**src/rtl/tmr_chan_pkg.sv**
```systemverilog
package tmr_chan_pkg;

   typedef enum logic [1:0] {
      EDGE_OFF  = 2'b00,
      EDGE_RISE = 2'b01,
      EDGE_FALL = 2'b10,
      EDGE_ANY  = 2'b11
   } edge_sel_e;

   typedef enum logic [1:0] {
      MODE_CAPTURE = 2'b00,
      MODE_TOGGLE  = 2'b01,
      MODE_CLEAR   = 2'b10,
      MODE_SET     = 2'b11
   } chan_mode_e;

   function automatic logic pin_next(input chan_mode_e m, input logic cur);
      case (m)
         MODE_TOGGLE: return ~cur;
         MODE_CLEAR:  return 1'b0;
         MODE_SET:    return 1'b1;
         default:     return cur;
      endcase
   endfunction

endpackage

```
**src/rtl/tmr_chan_insync.sv**
```systemverilog
module tmr_chan_insync
   import tmr_chan_pkg::*;
#(
   parameter int STAGES = 2
) (
   input  logic      clk,
   input  logic      rst_n,
   input  logic      pin_i,
   input  edge_sel_e edge_sel_i,
   output logic      hit_o
);

   generate
      if (STAGES < 2) begin : g_bad_stages
         $error("tmr_chan_insync: STAGES must be at least 2");
      end
   endgenerate

   logic [STAGES-1:0] sync_q;
   logic              prev_q;
   logic              rise, fall;

   generate
      for (genvar s = 0; s < STAGES; s++) begin : g_stage
         if (s == 0) begin : g_first
            always_ff @(posedge clk or negedge rst_n) begin
               if (!rst_n) sync_q[s] <= 1'b0;
               else        sync_q[s] <= pin_i;
            end
         end else begin : g_next
            always_ff @(posedge clk or negedge rst_n) begin
               if (!rst_n) sync_q[s] <= 1'b0;
               else        sync_q[s] <= sync_q[s-1];
            end
         end
      end
   endgenerate

   always_ff @(posedge clk or negedge rst_n) begin
      if (!rst_n) prev_q <= 1'b0;
      else        prev_q <= sync_q[STAGES-1];
   end

   assign rise = sync_q[STAGES-1] & ~prev_q;
   assign fall = ~sync_q[STAGES-1] & prev_q;

   always_comb begin
      case (edge_sel_i)
         EDGE_RISE: hit_o = rise;
         EDGE_FALL: hit_o = fall;
         EDGE_ANY:  hit_o = rise | fall;
         default:   hit_o = 1'b0;
      endcase
   end

endmodule

```
**src/rtl/tmr_chan_bytereg.sv**
```systemverilog
module tmr_chan_bytereg #(
   parameter int CNT_W  = 16,
   parameter int BUS_W  = 8,
   parameter int ADDR_W = 2
) (
   input  logic              clk,
   input  logic              rst_n,
   input  logic [ADDR_W-1:0] addr_i,
   input  logic              rd_i,
   input  logic              wr_i,
   input  logic [BUS_W-1:0]  wdata_i,
   output logic [BUS_W-1:0]  rdata_o,
   input  logic              cap_mode_i,
   input  logic              cap_hit_i,
   input  logic [CNT_W-1:0]  cnt_i,
   output logic [CNT_W-1:0]  val_o,
   output logic              cap_lock_o,
   output logic              cmp_lock_o,
   output logic              cap_evt_o
);

   localparam int NBYTES = CNT_W / BUS_W;
   localparam logic [ADDR_W-1:0] TOP_ADDR = '0;
   localparam logic [ADDR_W-1:0] BOT_ADDR = ADDR_W'(NBYTES - 1);

   logic [CNT_W-1:0] val_q;
   logic             cap_lock_q, cmp_lock_q, cap_evt_q;
   logic             rd_top, rd_bot, wr_top, wr_bot, cap_fire;
   logic [NBYTES-1:0] wr_sel;

   assign rd_top = rd_i && (addr_i == TOP_ADDR);
   assign rd_bot = rd_i && (addr_i == BOT_ADDR);
   assign wr_top = wr_i && (addr_i == TOP_ADDR);
   assign wr_bot = wr_i && (addr_i == BOT_ADDR);

   // a top-byte read on the same edge already closes the window
   assign cap_fire = cap_mode_i && cap_hit_i && !cap_lock_q && !rd_top;

   generate
      for (genvar i = 0; i < NBYTES; i++) begin : g_lane
         localparam logic [ADDR_W-1:0] LANE_ADDR = ADDR_W'(NBYTES - 1 - i);
         assign wr_sel[i] = wr_i && (addr_i == LANE_ADDR);
         always_ff @(posedge clk or negedge rst_n) begin
            if (!rst_n)         val_q[i*BUS_W +: BUS_W] <= '0;
            else if (cap_fire)  val_q[i*BUS_W +: BUS_W] <= cnt_i[i*BUS_W +: BUS_W];
            else if (wr_sel[i]) val_q[i*BUS_W +: BUS_W] <= wdata_i;
         end
      end
   endgenerate

   always_comb begin
      rdata_o = '0;
      for (int i = 0; i < NBYTES; i++) begin
         if (addr_i == ADDR_W'(NBYTES - 1 - i)) rdata_o = val_q[i*BUS_W +: BUS_W];
      end
   end

   always_ff @(posedge clk or negedge rst_n) begin
      if (!rst_n) begin
         cap_lock_q <= 1'b0;
         cmp_lock_q <= 1'b0;
         cap_evt_q  <= 1'b0;
      end else begin
         if (rd_bot)                   cap_lock_q <= 1'b0;
         else if (rd_top && cap_mode_i) cap_lock_q <= 1'b1;
         if (wr_bot)                   cmp_lock_q <= 1'b0;
         else if (wr_top && !cap_mode_i) cmp_lock_q <= 1'b1;
         cap_evt_q <= cap_fire;
      end
   end

   assign val_o      = val_q;
   assign cap_lock_o = cap_lock_q;
   assign cmp_lock_o = cmp_lock_q;
   assign cap_evt_o  = cap_evt_q;

endmodule

```
**src/rtl/tmr_chan_match.sv**
```systemverilog
module tmr_chan_match
   import tmr_chan_pkg::*;
#(
   parameter int CNT_W = 16
) (
   input  logic             clk,
   input  logic             rst_n,
   input  chan_mode_e       mode_i,
   input  logic             lock_i,
   input  logic [CNT_W-1:0] val_i,
   input  logic [CNT_W-1:0] cnt_i,
   output logic             evt_o,
   output logic             pin_o
);

   logic match, match_q, evt_q, pin_q, start;

   assign match = (mode_i != MODE_CAPTURE) && !lock_i && (cnt_i == val_i);
   assign start = match && !match_q;

   always_ff @(posedge clk or negedge rst_n) begin
      if (!rst_n) begin
         match_q <= 1'b0;
         evt_q   <= 1'b0;
         pin_q   <= 1'b0;
      end else begin
         match_q <= match;
         evt_q   <= start;
         if (start) pin_q <= pin_next(mode_i, pin_q);
      end
   end

   assign evt_o = evt_q;
   assign pin_o = pin_q;

endmodule

```
**src/rtl/tmr_chan.sv**
```systemverilog
module tmr_chan
   import tmr_chan_pkg::*;
#(
   parameter int CNT_W       = 16,
   parameter int BUS_W       = 8,
   parameter int ADDR_W      = 2,
   parameter int SYNC_STAGES = 2
) (
   input  logic              clk,
   input  logic              rst_n,
   input  logic [ADDR_W-1:0] bus_addr,
   input  logic              bus_rd,
   input  logic              bus_wr,
   input  logic [BUS_W-1:0]  bus_wdata,
   output logic [BUS_W-1:0]  bus_rdata,
   input  logic [1:0]        mode_sel,
   input  logic [1:0]        edge_sel,
   input  logic [CNT_W-1:0]  cnt_in,
   input  logic              cap_pin,
   output logic              cap_evt,
   output logic              cmp_evt,
   output logic              cmp_pin
);

   localparam int NBYTES = CNT_W / BUS_W;

   generate
      if (NBYTES * BUS_W != CNT_W || NBYTES < 2) begin : g_bad_width
         $error("tmr_chan: CNT_W must be a multiple (>=2) of BUS_W");
      end
      if ((1 << ADDR_W) < NBYTES) begin : g_bad_addr
         $error("tmr_chan: ADDR_W too narrow for the byte lanes");
      end
   endgenerate

   chan_mode_e       mode;
   logic             cap_hit, cap_lock_w, cmp_lock_w;
   logic [CNT_W-1:0] val_w;

   assign mode = chan_mode_e'(mode_sel);

   tmr_chan_insync #(.STAGES(SYNC_STAGES)) u_sync (
      .clk        (clk),
      .rst_n      (rst_n),
      .pin_i      (cap_pin),
      .edge_sel_i (edge_sel_e'(edge_sel)),
      .hit_o      (cap_hit)
   );

   tmr_chan_bytereg #(.CNT_W(CNT_W), .BUS_W(BUS_W), .ADDR_W(ADDR_W)) u_regs (
      .clk        (clk),
      .rst_n      (rst_n),
      .addr_i     (bus_addr),
      .rd_i       (bus_rd),
      .wr_i       (bus_wr),
      .wdata_i    (bus_wdata),
      .rdata_o    (bus_rdata),
      .cap_mode_i (mode == MODE_CAPTURE),
      .cap_hit_i  (cap_hit),
      .cnt_i      (cnt_in),
      .val_o      (val_w),
      .cap_lock_o (cap_lock_w),
      .cmp_lock_o (cmp_lock_w),
      .cap_evt_o  (cap_evt)
   );

   tmr_chan_match #(.CNT_W(CNT_W)) u_match (
      .clk    (clk),
      .rst_n  (rst_n),
      .mode_i (mode),
      .lock_i (cmp_lock_w),
      .val_i  (val_w),
      .cnt_i  (cnt_in),
      .evt_o  (cmp_evt),
      .pin_o  (cmp_pin)
   );

endmodule

```
**config.mk**
```make
export PLATFORM = sky130hd
export DESIGN_NAME = tmr_chan
export DESIGN_NICKNAME = d
export VERILOG_FILES = /design/src/rtl/tmr_chan_pkg.sv /design/src/rtl/tmr_chan_insync.sv /design/src/rtl/tmr_chan_bytereg.sv /design/src/rtl/tmr_chan_match.sv /design/src/rtl/tmr_chan.sv
export SDC_FILE = /design/constraint.sdc
export NUM_CORES = 1
export LEC_CHECK = 0
export ABC_AREA = 0
export BUFFER_PORTS_ARGS = -buffer_cell sky130_fd_sc_hd__buf_2
export CORE_ASPECT_RATIO = 0.8
export CORE_MARGIN = 10
export CORE_UTILIZATION = 50
export CTS_CLUSTER_DIAMETER = 30
export CTS_CLUSTER_SIZE = 40
export DETAILED_ROUTE_END_ITERATION = 6
export PLACE_DENSITY = 0.8
export SETUP_SLACK_MARGIN = 0.05
export SLEW_MARGIN = 20
export SYNTH_ARGS = -nofsm -noshare
export SYNTH_HDL_FRONTEND = slang
export SYNTH_SLANG_ARGS = --single-unit
export TNS_END_PERCENT = 5
```
**constraint.sdc**
```tcl
create_clock -name clk -period 2.52 [get_ports clk]
set_input_delay 0.378 -clock clk [delete_from_list [all_inputs] [get_ports clk]]
set_output_delay 0.378 -clock clk [all_outputs]
set_load 0.02 [all_outputs]
```
Yosys cells after proc, flatten, opt, wreduce, memory -nomap -nowiden

Cells that the tools add are included.
Widths: inputs -> output; s select.

Equal/unequal tests: 8
Reduce and logical (&&, ||, !) cells: 26
Bitwise logic cells: 6
Muxes and demuxes: 12

Operators with widths:

| kind               | count |
|---|---|
| $mux 8             | 6 |
| $eq 16x16->1       | 1 |
| $logic_and 1x1->1  | 12 |
| $reduce_bool 2->1  | 5 |
| $eq 2x2->1 const B | 4 |
| $eq 2x1->1 const B | 3 |
| $pmux 1 s3         | 2 |
| $logic_not 1->1    | 5 |
| $logic_not 2->1    | 2 |
| $mux 1             | 4 |
| $not 1->1          | 3 |
| $reduce_bool 3->1  | 1 |
| $and 1x1->1        | 2 |
| $reduce_and 2->1   | 1 |
| $or 1x1->1         | 1 |

Output and inout port bits: 11
Register bits: 25
Word-level logic and storage cells: 63
Bits of input ports: 35

Logic depth before layout (Yosys ltp)

Gate-level depths: netlist of the first run.

Word-level depth: 8
Mapped depth: 8
Depth with buffers taken out: 7

Modules after synthesis

From an unflattened synthesis of the first run, not the netlist that was laid out.

Cell total of the unflattened synthesis: 130
Area, all modules: 1566.5 um^2

By module, submodules not included:

| module           | instances | seq. area each (um^2) | cells an instance | area an instance (um^2) |
|---|---|---|---|---|
| tmr_chan_bytereg | 1         | 475.5                 | 83                | 1123.6 |
| tmr_chan_match   | 1         | 75.1                  | 34                | 305.3 |
| tmr_chan_insync  | 1         | 75.1                  | 12                | 133.9 |
| tmr_chan         | 1         | 0.0                   | 1                 | 3.8 |

Worst setup path before layout of the first run

OpenSTA, ideal clock, no wires.

Path kind: flip-flop to flip-flop
From: register u_regs.val_q[5] (netlist: u_regs.val_o[5])
To: register u_match.pin_q (netlist: u_match.pin_o)
Library setup time: 0.128 ns
Stages on the path, launching flop included: 6
Path slack: 0.757 ns
Period minus slack after synthesis: 1.763 ns
Arrival time: 1.635 ns
Buffers on the path: 0
Required time: 2.392 ns
Cells stage by stage: dfrtp_1 > xnor2_1 > nand4_1 > or4_4 > nor4_4 > mux2_1

Word-level cells in the longest chain between the ends: 4

RTL lines:

| what                              | line                   | RTL |
|---|---|---|
| from (decl)                       | tmr_chan_bytereg.sv:26 | `logic [CNT_W-1:0] val_q;` |
| from (signal, indexed assignment) | tmr_chan_bytereg.sv:45 | `else if (cap_fire) val_q[i*BUS_W +: BUS_W] <= cnt_i[i*BUS_W +: BUS_W];` |
| from (signal, indexed assignment) | tmr_chan_bytereg.sv:46 | `else if (wr_sel[i]) val_q[i*BUS_W +: BUS_W] <= wdata_i;` |
| $eq 16x16->1                      | tmr_chan_match.sv:18   | `assign match = (mode_i != MODE_CAPTURE) && !lock_i && (cnt_i == val_i);` |
| $logic_and 1x1->1                 | tmr_chan_match.sv:18   |  |
| $logic_and 1x1->1                 | tmr_chan_match.sv:19   | `assign start = match && !match_q;` |
| $reduce_and 2->1 (no source line) | -                      |  |
| to (signal assigned)              | tmr_chan_match.sv:29   | `if (start) pin_q <= pin_next(mode_i, pin_q);` |
| to (decl)                         | tmr_chan_match.sv:16   | `logic match, match_q, evt_q, pin_q, start;` |

Every way passes these cells.
A chain may end at the register's enable or synchronous reset.

Final worst setup path of the first run

From: register u_regs.val_q[2] (netlist: u_regs.val_o[2])
To: register u_match.pin_q (netlist: u_match.pin_o)

The elaborated chain is that of the path after synthesis.

==> metrics.yaml, run 1 <==
status: "complete, no violations"
synth-edff-count: 0
crit_required_ps: 2730
setup_tns_ps: 0
route.detailed.wl_per_inst_um: 15.60
post_cts_resized: 0
synth_nets: 182
rsz0062_at_grt: "no"
clk_pin_slew_ps: 140
ir_drop_mv: 0.3477
ioPinCount: 46
synth_area_um2: 1431
die_w_um: 79.82
setup_viol: 0
gp_congestion: 0.7805
path_class: "reg2reg"
ys_types: 27
coreArea_um2: 2744
drtIter0Drc: 74
finalHoldViolCount: 0
cp-end-kind: "register"
synthCells: 145
stdcell_area_um2: 1722
multi_input_area_um2: 769.5
p_leak_uw: 0.0008442
fin_skew_ps: 11.06
cts.sinks: 25
cp_slowest_cell: "or4_4"
crit_chain: "xnor2_1 -> nand4_1 -> or4_4 -> nor4_4 -> mux2_1"
layout_common_cells: "buf_2, dfrtp_1, mux2i_1"
hpwl_um: 2805
post-cts-setup-buffer-count: 0
cts_tree: "built"
clk_latency_ps: 330
yosys_register_bits: 25
r2r_start: "u_regs.val_o[2]"
relSlewSlack_pct: 58.37
placed_area_um2: 1694
ant_nets: 0
cpPeakStageDelay_ps: 510
row_count: 17
grt_pass1_vias: 1286
antenna_found_initial: 0
cts_max_level: 1
clockRootBuffer: "clkbuf_4"
synth_warnings: 0
worst-slew-pin-transition_ps: 622.6
post-route-period-util_pct: 77.04
path_buf_inv: 0
cp_top_family: "simple AND/OR/NAND/NOR gates"
dr.pass1.iters: 4
fin_nets: 227
critical_path.max_fanout: 3
cts-hold-fix-buffers: 0
cap_violations: 0
vias_per_cell: 5.101
async_flop_share_pct: 100.0
syn_avg_cell_area_um2: 9.872
dp.cells: 223
synthFlopType: "dfrtp_1"
post-route-util_pct: 62.75
cp-startpoint: "u_regs.val_o[2]"
dieArea_um2: 5416
totalWireLength_um: 3542
areaGrowthSynthToFinish_pct: 20.28
final_common_cell: "buf_2"
nFillCells: 227
arrival_ps: 2150
yosysSeqAreaShare_pct: 43.71
clockBufferDepth: 2
die_height_um: 67.86
grt_pass1_wl_um: 5934
grt-ovfl-total: 0
startpoint_type: "register"
drc: 0
diodes: 0
regArea_um2: 625.6
start_util_pct: 52.17
grt.total_usage_pct: 13.63
total_power_uw: 1036
largest_reg_flops: 16
via_count: 1158
finalCriticalPeriod_ps: 1941
hold_path.class: "in2async"
io_buffer_count: 45
fmax_mhz: 515.1
drv_slew: 0
grt_max_degree: 34
cts_buffers: 3
instances_no_fill: 227
power-per-cell-area_nw_per_um2: 601.7
drive_above_1_share_pct: 29.10
[path summary, 6_finish.rpt]
path                                    endpoint  slack [ps]  depth (start not counted)
worst max-delay path               u_match.pin_o         580                          5
worst min-delay path             u_regs.val_o[0]          20                          1
worst max register to register     u_match.pin_o         580                          5
worst min register to register  u_sync.sync_q[1]         390                          0
max in group asynchronous          u_sync.prev_q        2120                          1
min in group clk                u_sync.sync_q[0]         140                          1
[cells by family (layout without fill, tap and decap cells)]
family | after synthesis | in the layout | share of synthesized area, %
buffers and inverters | 10 | 54 | 2.884
DFF | 25 | 25 | 43.71
adders and majority gates | 2 | 2 | 1.748
AOI/OAI and AO/OA | 22 | 22 | 8.391
and+or+nand+nor | 45 | 45 | 15.91
xor gates and xnor gates | 16 | 16 | 9.791
muxes | 25 | 25 | 17.57
[worst register-to-register path, cell delays in order, from the launching register on]
cell	delay [ps]
dfrtp_1	430
xnor2_1	200
nand4_1	100
or4_4	510
nor4_4	240
mux2_1	350
[metrics by stage]
step	worst slack, ps	hold slack, ps
after floorplan	757.5	82.41
after global placement	560.2	333.4
after detailed placement	505.3	341.8
after CTS	575.9	37.16
after global routing	516.2	57.49
final	578.7	22.41
[cell type report]
type,instances,area share [%]
sequential,25,36.34
clock buffer,3,1.308
inverter,3,0.6541
tap,38,2.762
multi-input combinational,110,44.69
timing repair buffer,47,13.95
clock inverter,1,0.2907
[power by group]
| group | total (µW) | internal (µW) | switching (µW) |
|---|---|---|---|
| clock network | 181 | 59.5 | 122 |
| registers | 541 | 474 | 67.1 |
| logic | 314 | 147 | 166 |
[cell usage after synthesis, types with 2 or more instances]
cell      number  share of area, %
inv_1          3              0.79
nor2b_1        3               1.3
nor4_1         2              0.87
o21ai_0        2              0.70
buf_2          3               1.0
o21ai_1       17               5.9
nor2_1        10               2.6
dfrtp_1       25                44
nand2_1       20               5.2
xnor2_1        7               4.3
ha_1           2               1.7
xor2_1         9               5.5
mux2i_1       24                17
clkbuf_1       3              0.79
nand3b_1       2               1.0
a21oi_1        2              0.70
[routing by layer]
layer  global-route usage [%]  part of all wire (%)
met1                    16.31                    43
met2                    24.29                    51
met3                    4.188                   5.7
met4                    1.974                  0.28
met5                        0                     0
Power figures use the tool's default switching activity.
==> run 2: changes to the inputs <==
- ABC_AREA: 0 -> 1
- CORE_UTILIZATION: 50 -> 53
- PLACE_DENSITY: 0.8 -> 0.81
- clock period: 2.52 -> 2 ns (I/O delays scaled with it)
==> run 2 against run 1 <==
Net effect: the flow now finishes with violations (negative hold slack); global-route usage increased by 1.4 points; clock power increased by 72%; first-iteration DRC count increased by 74%; wire length increased by 26%; largest cell class unchanged; worst hold slack got worse by 32 ps; critical endpoint is now u_regs.val_o[8]; critical path type unchanged.
==> metrics.yaml, run 2 <==
io_buffer_count: 45  # unchanged
final_common_cell: "nand2_1"
netlist.area_leader.share_pct: 35.64  # -8.1 points
synth-xor-area-share_pct: 3.991  # -5.8 points
yosysMostFrequentCell: "nand2_1"
gp_congestion: 0.8922  # +14%
row_count: 18  # +1
cap_violations: 0  # unchanged
finalCriticalPeriod_ps: 1763  # -178.6 ps
p_sw_uw: 535.1  # +51%
holdWs_ps: -9.479  # -31.89 ps
synthFlopType: "dfrtp_1"
cts.sinks: 25  # unchanged
yosys.area_share.adder_pct: 1.426  # -0.32 points
clk_latency_ps: 280  # -50 ps
yosys_register_bits: 25  # unchanged
clk_pin_slew_ps: 90  # -50 ps
multi_input_area_um2: 909.6  # +18%
layout_common_cells: "nand2_1, buf_2, inv_1"
diodes: 0  # unchanged
hold_path.class: "in2async"
netlist_top_cells_count: "nand2_1, inv_1, nand3_1"
drive_above_1_share_pct: 21.00  # -8.1 points
largest_reg_flops: 16  # unchanged
fmax_mhz: 567.3  # +10%
crit_top_cell: "nand2_1"
cts_tree: "built"
coreArea_um2: 3131  # +14%
post-route-period-util_pct: 88.14  # +11 points
critical_path.max_fanout: 45  # +42
synth-compound-area-share_pct: 10.76  # +2.4 points
post_cts_resized: 0  # unchanged
vias_per_cell: 5.109  # +0.15%
synth_area_um2: 1755  # +23%
clockBufferDepth: 2  # unchanged
yosys.area.top_type: "dfrtp_1"
synth_top_family_by_area: "simple AND/OR/NAND/NOR gates"
grt-ovfl-total: 0  # unchanged
dieArea_um2: 6029  # +11%
synth_mux_area_share_pct: 0  # -18 points
grt_pass1_wl_um: 7569  # +28%
r2r_start: "u_sync.sync_q[1]"
hpwl_um: 3573  # +27%
setup_tns_ps: 0  # unchanged
grt.total_usage_pct: 15.05  # +1.4 points
rsz0062_at_grt: "yes"
yosysSeqAreaShare_pct: 35.64  # -8.1 points
placed_area_um2: 2001  # +18%
dr.pass1.iters: 4  # unchanged
cts_max_level: 1  # unchanged
die_w_um: 84.35  # +5.7%
areaGrowthSynthToFinish_pct: 16.61
setup_viol: 0  # unchanged
yosys-top-cells-area: "dfrtp_1, nand2_1, nand3_1"
start_util_pct: 56.08  # +3.9 points
totalWireLength_um: 4478  # +26%
startpoint_type: "register"
async_flop_share_pct: 100.0  # unchanged
antenna_found_initial: 0  # unchanged
drv_slew: 0  # unchanged
fin_skew_ps: 5.159  # -5.899 ps
clockRootBuffer: "clkbuf_8"
violations: "negative hold slack"
cts-hold-fix-buffers: 0  # unchanged
synthCells: 253  # +74%
ant_nets: 0  # unchanged
nFillCells: 298  # +31%
p_clk_share_pct: 21.6  # +4.1 points
synth_warnings: 0  # unchanged
cp-startpoint: "u_sync.sync_q[1]"
grt_pass1_vias: 1689  # +31%
worst-slew-pin-transition_ps: 552.4  # -70.23 ps
p_seq_share_pct: 44.9  # -7.3 points
ioPinCount: 46  # unchanged
crit_required_ps: 2220  # -510 ps
route.detailed.wl_per_inst_um: 13.17  # -16%
stdcell_area_um2: 2047  # +19%
synth-edff-count: 0  # unchanged
cp_slowest_cell: "dfrtp_1"
die_height_um: 71.48  # +5.3%
cpPeakStageDelay_ps: 410  # -100 ps
intPower_uw: 909.9  # +34%
p_leak_uw: 0.001149  # +36%
relSlewSlack_pct: 63.17  # +4.8 points
cts_buffers: 3  # unchanged
syn_avg_cell_area_um2: 6.938  # -30%
p_comb_share_pct: 33.5  # +3.2 points
crit_chain: "ha_1 -> nand2_1 -> nand2_1 -> o2bb2ai_1 -> nand2_4 -> inv_1 -> nand2_1 -> nand3_1"
grt_max_degree: 46  # +35%
ir_drop_mv: 0.3856  # +11%
sw_frac_of_total_pct: 37.03  # +2.7 points
ys_types: 23  # -15%
synth_nets: 290  # +59%
drtIter0Drc: 129  # +74%
arrival_ps: 1980  # -170 ps
drc: 0  # unchanged
fin_nets: 338  # +49%
path_class: "reg2reg"
synthSimpleGateAreaFrac_pct: 35.64  # +20 points
regArea_um2: 625.6  # unchanged
power-per-cell-area_nw_per_um2: 705.9  # +17%
cp-end-kind: "register"
via_count: 1737  # +50%
status: "finished, violations left"
finalHoldViolCount: 7  # +7
run 2: repair_timing:
action | in CTS | in global routing
endpoints found under the setup margin | 0 | 1
buffers inserted | 0 | 0
endpoints found under the hold margin | 0 | 0
run 2: per-stage QoR:
stage | setup slack, ps | hold slack (ps) | total power, µW | util, % | cells
final | 237.3 | -9.479 | 1445 | 65.39 | 340
after CTS | 243.9 | 15.14 | 1450 | 65.39 | 340
after detailed placement | 270.7 | 325.1 | 1141 | 63.91 | 336
after floorplan | 531.5 | 4.409 | 991.3 | - | 253
after global routing | 36.33 | 50.64 | 1557 | 65.39 | 340
after global placement | 338.1 | 319.8 | 1130 | 63.91 | 336
run 2: power groups by stage:
stage | Combinational (µW) | Sequential, µW | Clock, µW
floorplan | 350 | 641 | 0
global placement | 476 | 654 | 0
CTS | 486 | 648 | 316
global route | 557 | 660 | 341
finish | 484 | 649 | 312
detailed placement | 483 | 658 | 0
run 2: worst max-delay path, delay by kind of cell, from the launching register on:
family,cells,cell delay [ps]
AOI/OAI and AO/OA,1,220
adders and majority gates,1,290
buffers and inverters,1,220
DFF,1,410
and+or+nand+nor,5,560
run 2: kinds of logic after synthesis:
family / Yosys count
simple gates: 143
buf+inv: 50
compound gates: 25
flops: 25
xor+xnor: 8
fa+ha+maj: 2
run 2: metal layers:
| metal | up-vias | global-route usage (%) | part of all wire [%] |
|---|---|---|---|
| met5 | - | 0 | 0 |
| met1 | 771 | 19.52 | 47 |
| met3 | 7 | 4.633 | 7.5 |
| met4 | 0 | 4.380 | 1.5 |
| met2 | 55 | 23.61 | 44 |
| li1 | 904 | - | - |
run 2: cell type report:
| type | count | area share [%] |
|---|---|---|
| repair buffers | 47 | 11.74 |
| clock buffers | 3 | 2.017 |
| well taps | 40 | 2.445 |
| multi-input cells | 178 | 44.44 |
| flip-flops and latches | 25 | 30.56 |
| inverters | 46 | 8.557 |
| clock inverters | 1 | 0.2445 |
run 2: final timing paths:
path | to | slack (ps) | depth (start not counted)
worst max-delay path | u_regs.val_o[8] | 240 | 8
worst min-delay path | u_regs.val_o[12] | -9 | 1
worst max register to register | u_regs.val_o[8] | 240 | 8
worst min register to register | u_sync.sync_q[1] | 360 | 0
max in group asynchronous | u_regs.val_o[5] | 1630 | 1
min in group clk | u_sync.sync_q[0] | 120 | 1
